### src/rtl/irqagg_pkg.sv
package irqagg_pkg;

  localparam int STAT_W   = 17;
  localparam int MBOX_BIT = 16;

  typedef enum logic {
    SIG_LEGACY = 1'b0,
    SIG_MSI    = 1'b1
  } sig_mode_e;

  typedef struct packed {
    logic [STAT_W-1:0] clr;
    logic              mbox_hit;
    logic              en_we;
    logic [STAT_W-1:0] en_val;
  } csr_cmd_t;

  function automatic logic [STAT_W-1:0] impl_mask(input int n_lines);
    logic [STAT_W-1:0] m;
    m = '0;
    for (int i = 0; i < MBOX_BIT; i++) begin
      if (i < n_lines) m[i] = 1'b1;
    end
    m[MBOX_BIT] = 1'b1;
    return m;
  endfunction

endpackage

### src/rtl/irq_status_bank.sv
module irq_status_bank
  import irqagg_pkg::*;
#(
  parameter int NUM_LINES = 16
) (
  input  logic                 clk,
  input  logic                 rst,
  input  logic [NUM_LINES-1:0] lines,
  input  logic                 mbox_set,
  input  logic [STAT_W-1:0]    clr,
  output logic [STAT_W-1:0]    status
);

  logic [STAT_W-1:0] set_vec;

  // Route each source to its status bit; unused positions never set.
  for (genvar g = 0; g < STAT_W; g++) begin : g_src
    if (g < NUM_LINES) begin : g_line
      assign set_vec[g] = lines[g];
    end else if (g == MBOX_BIT) begin : g_mbox
      assign set_vec[g] = mbox_set;
    end else begin : g_none
      assign set_vec[g] = 1'b0;
    end
  end

  always_ff @(posedge clk) begin
    if (rst) status <= '0;
    else     status <= (status & ~clr) | set_vec;
  end

  // a set bit survives unless a clear targets it
  p_sticky_r2: assert property (@(posedge clk) disable iff (rst)
    1'b1 |=> (($past(status) & ~$past(clr)) & ~status) == '0);

  // every source event lands, even against a clear
  p_set_wins_r5: assert property (@(posedge clk) disable iff (rst)
    1'b1 |=> ($past(set_vec) & ~status) == '0);

  // mailbox event reaches bit 16
  p_mbox_r3: assert property (@(posedge clk) disable iff (rst)
    mbox_set |=> status[MBOX_BIT]);

endmodule

### src/rtl/irq_csr_port.sv
module irq_csr_port
  import irqagg_pkg::*;
#(
  parameter int              NUM_LINES = 16,
  parameter int              ADDR_W    = 12,
  parameter int              DATA_W    = 32,
  parameter logic [ADDR_W-1:0] STAT_OFS = 12'h040,
  parameter logic [ADDR_W-1:0] EN_OFS   = 12'h050,
  parameter logic [ADDR_W-1:0] MBOX_OFS = 12'h080
) (
  input  logic              clk,
  input  logic              rst,
  input  logic              wr,
  input  logic              rd,
  input  logic [ADDR_W-1:0] addr,
  input  logic [DATA_W-1:0] wdata,
  input  logic [STAT_W-1:0] status,
  output logic [STAT_W-1:0] enable,
  output logic [STAT_W-1:0] clr,
  output logic              mbox_set,
  output logic [DATA_W-1:0] rdata,
  output logic              rvalid
);

  localparam logic [STAT_W-1:0] MASK = impl_mask(NUM_LINES);

  csr_cmd_t cmd;
  logic     unused_wbits;

  assign unused_wbits = ^wdata[DATA_W-1:STAT_W];

  always_comb begin
    cmd          = '0;
    cmd.clr      = (wr && addr == STAT_OFS) ? wdata[STAT_W-1:0] : '0;
    cmd.mbox_hit = wr && addr == MBOX_OFS;
    cmd.en_we    = wr && addr == EN_OFS;
    cmd.en_val   = wdata[STAT_W-1:0] & MASK;
  end

  assign clr      = cmd.clr;
  assign mbox_set = cmd.mbox_hit;

  always_ff @(posedge clk) begin
    if (rst)            enable <= '0;
    else if (cmd.en_we) enable <= cmd.en_val;
  end

  logic [DATA_W-1:0] rd_mux;
  always_comb begin
    rd_mux = '0;
    if (addr == STAT_OFS)    rd_mux[STAT_W-1:0] = status;
    else if (addr == EN_OFS) rd_mux[STAT_W-1:0] = enable;
  end

  always_ff @(posedge clk) begin
    if (rst) begin
      rdata  <= '0;
      rvalid <= 1'b0;
    end else begin
      rdata  <= rd ? rd_mux : '0;
      rvalid <= rd;
    end
  end

  // enable changes only through its own write
  p_en_hold_r6: assert property (@(posedge clk) disable iff (rst)
    !cmd.en_we |=> $stable(enable));

  // each read yields a response one cycle later
  p_rvalid_r11: assert property (@(posedge clk) disable iff (rst)
    rd |=> rvalid);

  p_rdata_idle_r11: assert property (@(posedge clk) disable iff (rst)
    !rd |=> rdata == '0);

endmodule

### src/rtl/irq_notify.sv
module irq_notify
  import irqagg_pkg::*;
(
  input  logic              clk,
  input  logic              rst,
  input  logic              msi_mode,
  input  logic [STAT_W-1:0] status,
  input  logic [STAT_W-1:0] enable,
  output logic              intx_out,
  output logic              msi_req
);

  sig_mode_e mode;
  logic      pending;
  logic      pend_prev;

  assign mode    = sig_mode_e'(msi_mode);
  assign pending = |(status & enable);

  always_ff @(posedge clk) begin
    if (rst) begin
      intx_out  <= 1'b0;
      msi_req   <= 1'b0;
      pend_prev <= 1'b0;
    end else begin
      pend_prev <= pending;
      intx_out  <= (mode == SIG_LEGACY) && pending;
      msi_req   <= (mode == SIG_MSI) && pending && !pend_prev;
    end
  end

  // legacy level follows the enabled-pending condition
  p_intx_up_r7: assert property (@(posedge clk) disable iff (rst)
    (!msi_mode && pending) |=> intx_out);

  p_intx_down_r7: assert property (@(posedge clk) disable iff (rst)
    !pending |=> !intx_out);

  // strobe lasts one cycle and excludes the level
  p_msi_single_r8: assert property (@(posedge clk) disable iff (rst)
    msi_req |=> !msi_req);

  p_mode_excl_r8: assert property (@(posedge clk) disable iff (rst)
    !(msi_req && intx_out));

  // nothing enabled and pending means no request
  p_masked_r9: assert property (@(posedge clk) disable iff (rst)
    !pending |=> !msi_req);

endmodule

### src/rtl/irq_aggregator.sv
module irq_aggregator
  import irqagg_pkg::*;
#(
  parameter int                NUM_LINES = 16,
  parameter int                ADDR_W    = 12,
  parameter int                DATA_W    = 32,
  parameter logic [ADDR_W-1:0] STAT_OFS  = 12'h040,
  parameter logic [ADDR_W-1:0] EN_OFS    = 12'h050,
  parameter logic [ADDR_W-1:0] MBOX_OFS  = 12'h080
) (
  input  logic                 clk,
  input  logic                 rst,
  input  logic [NUM_LINES-1:0] irq_lines,
  input  logic                 msi_mode,
  input  logic                 csr_wr,
  input  logic                 csr_rd,
  input  logic [ADDR_W-1:0]    csr_addr,
  input  logic [DATA_W-1:0]    csr_wdata,
  output logic [DATA_W-1:0]    csr_rdata,
  output logic                 csr_rvalid,
  output logic                 intx_out,
  output logic                 msi_req
);

  logic [STAT_W-1:0] status;
  logic [STAT_W-1:0] enable;
  logic [STAT_W-1:0] clr;
  logic              mbox_set;

  irq_csr_port #(
    .NUM_LINES(NUM_LINES), .ADDR_W(ADDR_W), .DATA_W(DATA_W),
    .STAT_OFS(STAT_OFS), .EN_OFS(EN_OFS), .MBOX_OFS(MBOX_OFS)
  ) u_csr (
    .clk(clk), .rst(rst), .wr(csr_wr), .rd(csr_rd), .addr(csr_addr),
    .wdata(csr_wdata), .status(status), .enable(enable), .clr(clr),
    .mbox_set(mbox_set), .rdata(csr_rdata), .rvalid(csr_rvalid)
  );

  irq_status_bank #(.NUM_LINES(NUM_LINES)) u_stat (
    .clk(clk), .rst(rst), .lines(irq_lines), .mbox_set(mbox_set),
    .clr(clr), .status(status)
  );

  irq_notify u_notify (
    .clk(clk), .rst(rst), .msi_mode(msi_mode), .status(status),
    .enable(enable), .intx_out(intx_out), .msi_req(msi_req)
  );

  // quiet outputs right after reset
  p_reset_quiet_r1: assert property (@(posedge clk)
    $past(rst) |-> (!intx_out && !msi_req && !csr_rvalid));

endmodule

### config.mk
export PLATFORM = sky130hd
export DESIGN_NAME = irq_aggregator
export DESIGN_NICKNAME = d
export VERILOG_FILES = /design/src/rtl/irqagg_pkg.sv /design/src/rtl/irq_status_bank.sv /design/src/rtl/irq_csr_port.sv /design/src/rtl/irq_notify.sv /design/src/rtl/irq_aggregator.sv
export SDC_FILE = /design/constraint.sdc
export NUM_CORES = 1
export LEC_CHECK = 0
export BUFFER_PORTS_ARGS = -buffer_cell sky130_fd_sc_hd__buf_2
export CORE_MARGIN = 10
export CORE_UTILIZATION = 35
export DETAILED_ROUTE_END_ITERATION = 12
export GPL_TIMING_DRIVEN = 1
export HOLD_SLACK_MARGIN = 0.12
export SLEW_MARGIN = 25
export SYNTH_ARGS = -nofsm -noshare
export SYNTH_HDL_FRONTEND = slang
export SYNTH_SLANG_ARGS = --single-unit
### constraint.sdc
create_clock -name clk -period 3.9 [get_ports clk]
set_input_delay 0.585 -clock clk [delete_from_list [all_inputs] [get_ports clk]]
set_output_delay 0.585 -clock clk [all_outputs]
set_load 0.01 [all_outputs]
After elaboration in Yosys (flattened, before gate mapping)
Cells that the tools add are included.
- bits of input ports: 65
- output and inout port bits: 35
- register bits after elaboration: 70
- word-level logic and storage cells: 29
- multiplexer cells: 3
- bitwise gates (word level): 6
- reduce and logical (&&, ||, !) cells: 9
- eq/ne operators: 3
- operators with widths (cell ; count):
    17-bit 2-to-1 mux ; 3
    17-bit AND ; 2
    12-bit by 7-bit equality test with 1-bit output, second input constant ; 2
    17-bit NOT ; 1
    17-bit bitwise OR ; 1
    17-bit OR reduction ; 1
    12-bit by 8-bit equality test with 1-bit output, second input constant ; 1
    1-bit logical AND ; 6
    1-bit NOT ; 2
    2-bit OR reduction ; 1
    1-bit zero test ; 1

Depth between registers and ports, before layout
Gate-level depths: netlist (run 1).
- depth in word-level cells: 6
- mapped depth: 7
- depth with buffers taken out: 4

Cells and area by module
From an unflattened synthesis (run 1), not the netlist that was laid out.
- cell total of the unflattened synthesis: 279
- area total of the unflattened synthesis: 2665.1 sq um
- modules (own cells, without submodules) (module ; cells each ; seq. area each (sq um) ; area each (sq um) ; times used):
    irq_csr_port ; 192 ; 700.7 ; 1818.0 ; 1
    irq_status_bank ; 70 ; 340.3 ; 664.4 ; 1
    irq_notify ; 17 ; 60.1 ; 182.7 ; 1

Worst setup path after synthesis (run 1)
OpenSTA, ideal clock, no wires.
- path type: in2reg
- start point: input csr_addr[9]
- end point: register u_stat.status[14]
- setup time: 133 ps
- stages: 5
- required time: 3767 ps
- buffers on the path: 1
- arrival time: 1587 ps
- path slack: 2179 ps
- cells stage by stage: nor4_4 nand2_1 nor3_4 buf_6 a311oi_1
- cells in the longest elaborated chain, start to end: 6
- ends and longest elaborated chain (element ; RTL line ; RTL):
    start, declared ; irq_aggregator.sv:17 ; input logic [ADDR_W-1:0] csr_addr,
    12-bit by 7-bit equality test with 1-bit output ; irq_csr_port.sv:34 ; cmd.clr = (wr && addr == STAT_OFS) ? wdata[STAT_W-1:0] : '0;
    1-bit logical AND ; irq_csr_port.sv:34 ;
    17-bit 2-to-1 mux ; irq_csr_port.sv:34 ;
    17-bit NOT ; irq_status_bank.sv:29 ; else status <= (status & ~clr) | set_vec;
    17-bit AND ; irq_status_bank.sv:29 ;
    17-bit bitwise OR ; irq_status_bank.sv:29 ;
    end signal, assigned ; irq_status_bank.sv:29 ;
    end, declared ; irq_status_bank.sv:11 ; output logic [STAT_W-1:0] status
Every way passes these cells.
A chain may end at the register's enable or synchronous reset.

Worst setup path in the final report (run 1)
- start point: input csr_addr[9]
- end point: register u_stat.status[0]
The elaborated chain is that of the path after synthesis.

==> out/qor.yml, run 1 <==
worst_slew_pin_slew_ps: 764
cp-startpoint: "csr_addr[9]"
arrival_ps: 2110
grt_max_degree: 39
fillerInstances: 663
syn-instance-count: 227
clkSlewWorstSetupHoldPaths_ps: 100
ys_types: 32
grt_pass1_vias: 1891
die_h_um: 100
cts_buffers: 5
cp_slowest_cell: "nor3_4"
fmax_mhz: 512
powerDensity_mw_per_mm2: 389
antenna_found_initial: 0
postCtsHoldBufs: 0
die_x_um: 100
area_growth_pct: 19.6
grt_pass1_wl_um: 9050
synth.cell_area_sq_mm: 0.00225
pin_count: 100
yosysWarnings: 0
clockBufferDepth: 2
register_area_sq_mm: 0.00110
crit_chain: "buf_2 -> nor4_4 -> nand2_1 -> nor3_4 -> a311oi_1"
dp_hpwl_um: 4060
num_vias: 1736
worstReg2RegStart: "u_stat.status[15]$_SDFF_PP0_"
cts_root_buf: "clkbuf_8"
final_common_cell: "buf_2"
cts_tree: "done"
hold_class: "register to register"
final_cell_mix: "buf_2, dfxtp_1, nor2_1, mux2i_1, inv_1"
multi_input_area_sq_um: 958
htree_num_levels: 2
placeableCoreArea_sq_mm: 0.00631
finalCritPeriodShare_pct: 50.1
num_rows: 29
slew_headroom_pct: 48.9
outcome: "finished clean"
drv_slew: 0
syn-mean-instance-area_sq_um: 9.92
tns_ps: 0
finalSetupViolCount: 0
drc: 0
drv_cap: 0
yosysSeqAreaShare_pct: 48.9
drt_first_pass_iters: 4
overflow: 0
hold_start: "u_notify.pend_prev$_SDFF_PP0_"
crit_path_start_kind: "primary input"
power.leakage_uw: 0.00138
clock_latency_ps: 290
placed_area_sq_mm: 0.00258
initial_core_util_pct: 35.7
end_kind: "register"
finalHoldViolations: 0
ys_ff_latch: 55
finalInstanceArea_sq_mm: 0.00269
ant_nets: 0
post_cts_buffers: 0
die_area_sq_mm: 0.0100
port_buffers: 69
vdd_drop_max_v: 0.000144
dr.first_iter.drc_count: 48
routed_wl_um: 5440
final_layout_size_suffix_gt1_share_pct: 27.6
antenna_cells: 0
post_cts_resized: 0
nNetsFinal: 358
critPathKind: "primary input to register"
worst_clock_skew_ps: 3.77
gp_congestion: 0.818
crit_path_max_fanout: 16
grt_util_all_layers_pct: 10.8
viasPerCell: 4.68
critPathMaxStageDelay_ps: 660
clock-sinks: 55
fin_crit_ps: 1950
wl_per_cell_um: 14.7
required_ps: 4050
rsz0062_at_grt: "false"
[worst max-delay path: cells and delay by family]
| family | cells | cell delay [ps] |
|---|---|---|
| and+or+nand+nor | 3 | 1210 |
| AOI/OAI and AO/OA | 1 | 200 |
| buffers and inverters | 1 | 110 |
[sequential cells by signal, indices dropped and copies added, names as in the netlist]
| signal | cells |
|---|---|
| u_csr.enable | 17 |
| u_notify.msi_req | 1 |
| u_csr.rdata | 17 |
| u_notify.pend_prev | 1 |
| u_notify.intx_out | 1 |
| u_csr.rvalid | 1 |
| u_stat.status | 17 |
[where the power goes]
| group | total [uW] | switching, uW | internal, uW |
|---|---|---|---|
| logic | 79.6 | 43.9 | 35.6 |
| registers | 583 | 9.40 | 574 |
| clock network | 385 | 178 | 208 |
[synthesized netlist by cell type]
cell type / count / area (sq um)
nand2_1: 2 / 7.51
nand4b_2: 1 / 15.0
nand3_1: 1 / 5.00
dfxtp_1: 55 / 1100
a22o_1: 3 / 26.3
buf_2: 1 / 5.00
nor3_4: 1 / 16.3
mux2i_1: 34 / 340
a21oi_1: 1 / 5.00
nor3_1: 1 / 5.00
buf_4: 16 / 120
buf_1: 1 / 3.75
nand2b_1: 1 / 6.26
and4_1: 1 / 8.76
nor2b_1: 2 / 12.5
o31ai_1: 1 / 7.51
a2111oi_0: 1 / 8.76
clkbuf_1: 4 / 15.0
a211oi_1: 1 / 7.51
a221oi_1: 3 / 26.3
a22oi_1: 1 / 7.51
and4b_1: 1 / 10.0
nand4b_1: 1 / 8.76
inv_1: 18 / 67.6
a222oi_1: 1 / 10.0
nand4_1: 1 / 6.26
nor4_4: 1 / 21.3
buf_6: 3 / 33.8
nor2_1: 51 / 191
a311oi_1: 16 / 140
o311ai_0: 1 / 8.76
conb_1: 1 / 3.75
[metrics by stage]
stage          std cells  total power, uW  setup slack [ps]  util (%)  hold WS, ps
6_report             371             1050              1950      42.7          399
3_3_place_gp         363              674              1600      40.8          379
5_1_grt              371             1090              1780      42.7          435
2_1_floorplan        241              648              2180         -          373
4_1_cts              371             1060              1890      42.7          401
3_5_place_dp         363              676              1540      40.8          388
[kinds of logic after synthesis]
logic type      after synthesis  synth area share [%]
simple gates                 65                  13.9
flops                        55                  48.9
compound gates               29                  11.0
mux                          34                  15.1
buf+inv                      43                  10.9
other cells                   1                 0.167
[layer usage]
layer	GRT usage, %	vias to the layer above	part of all wire, %
met3	3.30	7	6.0
met1	12.8	796	45
met5	0	-	0
met4	3.37	0	1.3
li1	-	886	-
met2	18.2	47	48
[area by class of cell]
cell class	count	share of cell area, %
clock buffers	6	3.07
clock inverters	2	1.30
inverters	18	2.51
multi-input cells	143	35.6
flip-flops and latches	55	40.9
well taps	77	3.58
repair buffers	70	13.1
[worst paths after layout]
kind                            slack (ps)                     endpoint  cells after the start
worst min register to register         400  u_notify.msi_req$_SDFF_PP0_                      1
worst min-delay path                   400  u_notify.msi_req$_SDFF_PP0_                      1
worst max-delay path                  1950  u_stat.status[0]$_SDFF_PP0_                      5
worst max register to register        2400  u_notify.msi_req$_SDFF_PP0_                      4
(Power assumes the default switching activity.)
==> inputs of run 2 (changes only) <==
--- a/config.mk
+++ b/config.mk
@@ -5,6 +5,7 @@
 export SDC_FILE = /design/constraint.sdc
 export NUM_CORES = 1
 export LEC_CHECK = 0
+export ABC_AREA = 1
 export BUFFER_PORTS_ARGS = -buffer_cell sky130_fd_sc_hd__buf_2
 export CORE_MARGIN = 10
 export CORE_UTILIZATION = 35
==> constraint.sdc (replaced) <==
create_clock -name clk -period 1.95 [get_ports clk]
set_input_delay 0.2925 -clock clk [delete_from_list [all_inputs] [get_ports clk]]
set_output_delay 0.2925 -clock clk [all_outputs]
set_load 0.01 [all_outputs]
==> out/qor.yml, run 2 <==
outcome: "finished clean"
viasPerCell: 4.31  # -7.8%
synth_flop_cell: "dfxtp_1"
hold_class: "primary input to register"
port_buffers: 69  # unchanged
die_area_sq_mm: 0.0109  # +8.9%
critPathKind: "primary input to register"
post_cts_buffers: 0  # unchanged
worstReg2RegStart: "u_stat.status[7]$_SDFF_PP0_"
cts_root_buf: "clkbuf_8"
required_ps: 2190  # -1860 ps
finalCritPeriodShare_pct: 66.9
yosysTopAreaCell: "dfxtp_1"
met2_length_um: 2970  # +15%
dp_hpwl_um: 4780  # +18%
die_x_um: 105  # +4.4%
gp_congestion: 0.784  # -4.2%
wl_met1_um: 2890  # +18%
num_vias: 2195  # +26%
postCtsHoldBufs: 0  # unchanged
pin_count: 100  # unchanged
largestRegisters: "u_csr.enable: 17 flops, u_csr.rdata: 17 flops, u_stat.status: 17 flops"
area_growth_pct: 18.1
drc: 0  # unchanged
rsz0062_at_grt: "false"
timing.reg2reg.setup_slack_ps: 890  # -1510 ps
power.leakage_uw: 0.00144  # +4.5%
wl_per_cell_um: 12.5  # -15%
yosysTopAreaCellShare_pct: 44.0  # -4.9 points
num_rows: 30  # +3.4%
synth_async_sr_flop_share_pct: 0  # unchanged
antenna_found_initial: 0  # unchanged
tns_ps: 0  # unchanged
final_common_cell: "nand2_1"
placeableCoreArea_sq_mm: 0.00687  # +8.8%
dr.first_iter.drc_count: 82  # +71%
arrival_ps: 1540  # -570 ps
synth.cell_area_sq_mm: 0.00250  # +11%
drt_first_pass_iters: 4  # unchanged
syn-instance-count: 342  # +51%
yosysMostFrequentCell: "nand2_1"
ant_nets: 0  # unchanged
grt_max_degree: 35  # -10%
clock-sinks: 55  # unchanged
top_layer: "met4"
fin_crit_ps: 1300
vdd_drop_max_v: 0.000269  # +87%
finalHoldViolations: 0  # unchanged
finalInstanceArea_sq_mm: 0.00296  # +9.8%
initial_core_util_pct: 36.4  # +0.78 points
ys_ff_latch: 55  # unchanged
powerDensity_mw_per_mm2: 657  # +69%
hold_start: "msi_mode"
grt_pass1_vias: 2206  # +17%
yosysSeqAreaShare_pct: 44.0  # -4.9 points
synthTopCellsByArea: "dfxtp_1, nand2_1, nor2_1"
hold_end: "u_notify.intx_out$_SDFF_PP0_"
ys_types: 24  # -25%
synthTopCellsByCount: "nand2_1, dfxtp_1, nor2_1"
clkSlewWorstSetupHoldPaths_ps: 100  # about the same
crit_path_max_fanout: 34  # +18
final_layout_size_suffix_gt1_share_pct: 28.1  # +0.54 points
finalSetupViolCount: 0  # unchanged
syn-mean-instance-area_sq_um: 7.32  # -26%
overflow: 0  # unchanged
die_h_um: 105  # +4.4%
antenna_cells: 0  # unchanged
clock_latency_ps: 310  # +20 ps
drv_cap: 0  # unchanged
nNetsFinal: 477  # +33%
post_cts_resized: 0  # unchanged
wl_met3_um: 431  # +33%
drv_slew: 0  # unchanged
cts_tree: "done"
ff2ff_path_depth: 6  # +2
grt_util_all_layers_pct: 11.4  # +0.59 points
grt_pass1_wl_um: 10400  # +15%
placed_area_sq_mm: 0.00287  # +11%
crit_path_start_kind: "primary input"
routed_wl_um: 6380  # +17%
htree_num_levels: 2  # unchanged
cts_buffers: 5  # unchanged
final_cell_mix: "nand2_1, buf_2, dfxtp_1, nor2_1, inv_1"
fmax_mhz: 767
clockBufferDepth: 2  # unchanged
rr_endpoint: "u_notify.msi_req$_SDFF_PP0_"
end_kind: "register"
yosysWarnings: 0  # unchanged
power_uw: 1940  # +85%
synth_edf_count: 0  # unchanged
hold_depth: 2  # +1
worst_clock_skew_ps: 9.37  # +5.60 ps
[run 2: where the power goes]
part,switching (uW),internal [uW]
registers,20.0,1150
clock network,370,252
logic,92.5,60.5
[run 2: kinds of logic after synthesis]
family                 after synthesis  synth area share, %
flip-flops                          55                 44.0
AND/OR/NAND/NOR                    181                 32.3
buffers and inverters               71                 15.3
other                                1                0.150
AO/OA/AOI/OAI                       34                 8.30
[run 2: layer usage]
metal	vias up	global-route usage, %
met5	-	0
met4	0	3.53
met3	6	3.62
met2	71	18.5
met1	949	14.1
li1	1169	-
[run 2: final cells by class]
cell class,count,area [sq um]
inverter,40,150
clock buffer,6,72.6
fill,742,3910
multi-input combinational,230,1070
clock inverter,2,12.5
sequential,55,1100
timing repair buffer,80,428
tap,96,120
[run 2: through the flow]
stage               hold slack (ps)  utilization [%]  worst slack (ps)  std cells
floorplan                       365                -               722        356
global route                    149             43.0               450        509
CTS                             139             43.0               631        509
global placement                446             41.8               362        501
detailed placement              457             41.8               319        501
finish                          143             43.0               646        509
[run 2: critical path, stage by stage]
cell     delay, ps
buf_2           90
nor2_1         100
nand2_1         60
nor2_2         190
buf_4          180
nand3_4        300
nand2_1        150
nand2_1         60
nor2_1         110
[run 2: worst max-delay path by stage]
| stage | cells after the start | endpoint | start | slack, ps |
|---|---|---|---|---|
| 2_1_floorplan | 8 | u_csr.enable[10]$_SDFFE_PP0P_ | csr_addr[11] | 720 |
| 3_3_place_gp | 8 | u_csr.enable[1]$_SDFFE_PP0P_ | csr_addr[9] | 360 |
| 3_5_place_dp | 8 | u_csr.enable[1]$_SDFFE_PP0P_ | csr_addr[9] | 320 |
| 4_1_cts | 9 | u_csr.enable[3]$_SDFFE_PP0P_ | csr_addr[9] | 630 |
| 5_1_grt | 9 | u_csr.enable[10]$_SDFFE_PP0P_ | csr_addr[9] | 450 |
| 6_report | 9 | u_csr.enable[3]$_SDFFE_PP0P_ | csr_addr[9] | 650 |
==> inputs of run 3 (changes only) <==
==> constraint.sdc (replaced) <==
create_clock -name clk -period 1.25 [get_ports clk]
set_input_delay 0.1875 -clock clk [delete_from_list [all_inputs] [get_ports clk]]
set_output_delay 0.1875 -clock clk [all_outputs]
set_load 0.01 [all_outputs]
==> out/qor.yml, run 3 (same netlist as run 2, synthesis figures left out) <==
outcome: "finished clean"
post_cts_buffers: 0  # unchanged
wl_met3_um: 335  # -22%
crit_end: "u_notify.intx_out$_SDFF_PP0_"
power.leakage_uw: 0.00158  # +9.3%
final_cell_mix: "nand2_1, buf_2, dfxtp_1, nor2_1, inv_1"
cp_top_family: "simple AND/OR/NAND/NOR gates"
crit_cells: 6  # -3
clock_latency_ps: 300  # about the same
grt_max_degree: 19  # -46%
initial_core_util_pct: 36.4  # unchanged
grt_pass1_wl_um: 11100  # +7.1%
die_area_sq_mm: 0.0109  # unchanged
cts_tree: "done"
finalHoldViolations: 0  # unchanged
cts_buffers: 5  # unchanged
num_vias: 2267  # +3.3%
worstReg2RegStart: "u_stat.status[7]$_SDFF_PP0_"
gp_congestion: 0.774  # -1.3%
placed_area_sq_mm: 0.00294  # +2.4%
drt_first_pass_iters: 4  # unchanged
final_common_cell: "nand2_1"
antenna_cells: 0  # unchanged
clock-sinks: 55  # unchanged
rr_endpoint: "u_notify.intx_out$_SDFF_PP0_"
ant_nets: 0  # unchanged
critPathMaxStageDelay_ps: 350  # +50 ps
grt_util_all_layers_pct: 12.0  # +0.57 points
wl_per_cell_um: 12.0  # -3.9%
die_x_um: 105  # unchanged
top_layer: "met4"
rsz0062_at_grt: "false"
clockBufferDepth: 2  # unchanged
hold_class: "primary input to register"
drc: 0  # unchanged
die_h_um: 105  # unchanged
num_rows: 30  # unchanged
end_kind: "register"
area_growth_pct: 29.4
met2_length_um: 3090  # +4.2%
finalCritPeriodShare_pct: 83.2
fmax_mhz: 962
placeableCoreArea_sq_mm: 0.00687  # unchanged
powerDensity_mw_per_mm2: 1020  # +54%
dr.first_iter.drc_count: 86  # +4.9%
ff2ff_path_depth: 6  # unchanged
crit_chain: "nand2_1 -> nand4_1 -> nor2_1 -> nand3_1 -> nand2_1 -> nor2_1"
fin_crit_ps: 1040
cp_slowest_cell: "dfxtp_1"
crit_path_start_kind: "register"
drv_cap: 0  # unchanged
vdd_drop_max_v: 0.000445  # +65%
critPathKind: "register to register"
final_core_util_pct: 47.2  # +4.1 points
overflow: 0  # unchanged
hold_start: "csr_wdata[4]"
port_buffers: 69  # unchanged
finalInstanceArea_sq_mm: 0.00324  # +9.6%
wl_met1_um: 2920  # +0.93%
critPathBufInv: 0  # -2
routed_wl_um: 6420  # +0.58%
nNetsFinal: 501  # +5.0%
viasPerCell: 4.25  # -1.4%
drv_slew: 0  # unchanged
cp-startpoint: "u_stat.status[7]$_SDFF_PP0_"
largestRegisters: "u_csr.enable: 17 flops, u_csr.rdata: 17 flops, u_stat.status: 17 flops"
crit_path_max_fanout: 3  # -91%
timing.reg2reg.setup_slack_ps: 210  # -680 ps
final_layout_size_suffix_gt1_share_pct: 28.1  # +0.059 points
fillerInstances: 719  # -3.1%
clkSlewWorstSetupHoldPaths_ps: 100  # about the same
cts_root_buf: "clkbuf_8"
grt_pass1_vias: 2401  # +8.8%
required_ps: 1460  # -730 ps
pin_count: 100  # unchanged
finalSetupViolCount: 0  # unchanged
antenna_found_initial: 0  # unchanged
htree_num_levels: 2  # unchanged
worst_clock_skew_ps: 1.22  # -8.15 ps
dp_hpwl_um: 4940  # +3.3%
arrival_ps: 1250  # -290 ps
## run 3: worst min-delay path, delay by kind of cell
family	cells	cell delay, ps
simple gates	2	120
buf+inv	1	90
## run 3: metrics by stage
| stage | setup WS, ps | instances | hold slack (ps) | setup TNS (ps) | total power (uW) |
|---|---|---|---|---|---|
| after floorplan | 127 | 356 | 260 | 0 | 2010 |
| after global placement | -79.6 | 507 | 363 | -1540 | 2100 |
| after detailed placement | -126 | 507 | 369 | -2830 | 2110 |
| after CTS | 183 | 533 | 121 | 0 | 3330 |
| after global routing | 32.4 | 533 | 123 | 0 | 3460 |
| final | 211 | 533 | 123 | 0 | 3290 |
## run 3: repair_timing
item / in CTS / in global routing
gates resized for setup: 0 / 1
setup endpoints to repair: 0 / 1
endpoints found under the hold margin: 19 / 0
hold buffers: 18 / 0
## run 3: worst min-delay path by stage
stage                              endpoint  cells after the start
4_1_cts        u_csr.enable[4]$_SDFFE_PP0P_                      3
2_1_floorplan  u_notify.intx_out$_SDFF_PP0_                      1
5_1_grt        u_csr.enable[8]$_SDFFE_PP0P_                      3
3_5_place_dp   u_notify.intx_out$_SDFF_PP0_                      2
6_report       u_csr.enable[4]$_SDFFE_PP0P_                      3
3_3_place_gp   u_notify.intx_out$_SDFF_PP0_                      2
## run 3: area by class of cell
class                   instances  area [sq um]  share of cell area [%]
flip-flops and latches         55          1100                    34.0
multi-input cells             230          1080                    33.3
repair buffers                104           678                    20.9
inverters                      40           150                    4.63
well taps                      96           120                    3.71
clock buffers                   5          68.8                    2.12
clock inverters                 3          43.8                    1.35
## run 3: where the power goes
part	leakage, uW	internal, uW	switching (uW)
registers	0.000448	1790	33.0
clock network	0.0000581	597	580
logic	0.00107	135	153
total	0.00158	2520	766
## run 3: routing by layer
metal,up-vias,track usage [%]
li1,1216,-
met1,986,14.1
met2,60,21.0
met5,-,0
met4,0,3.24
met3,5,3.19
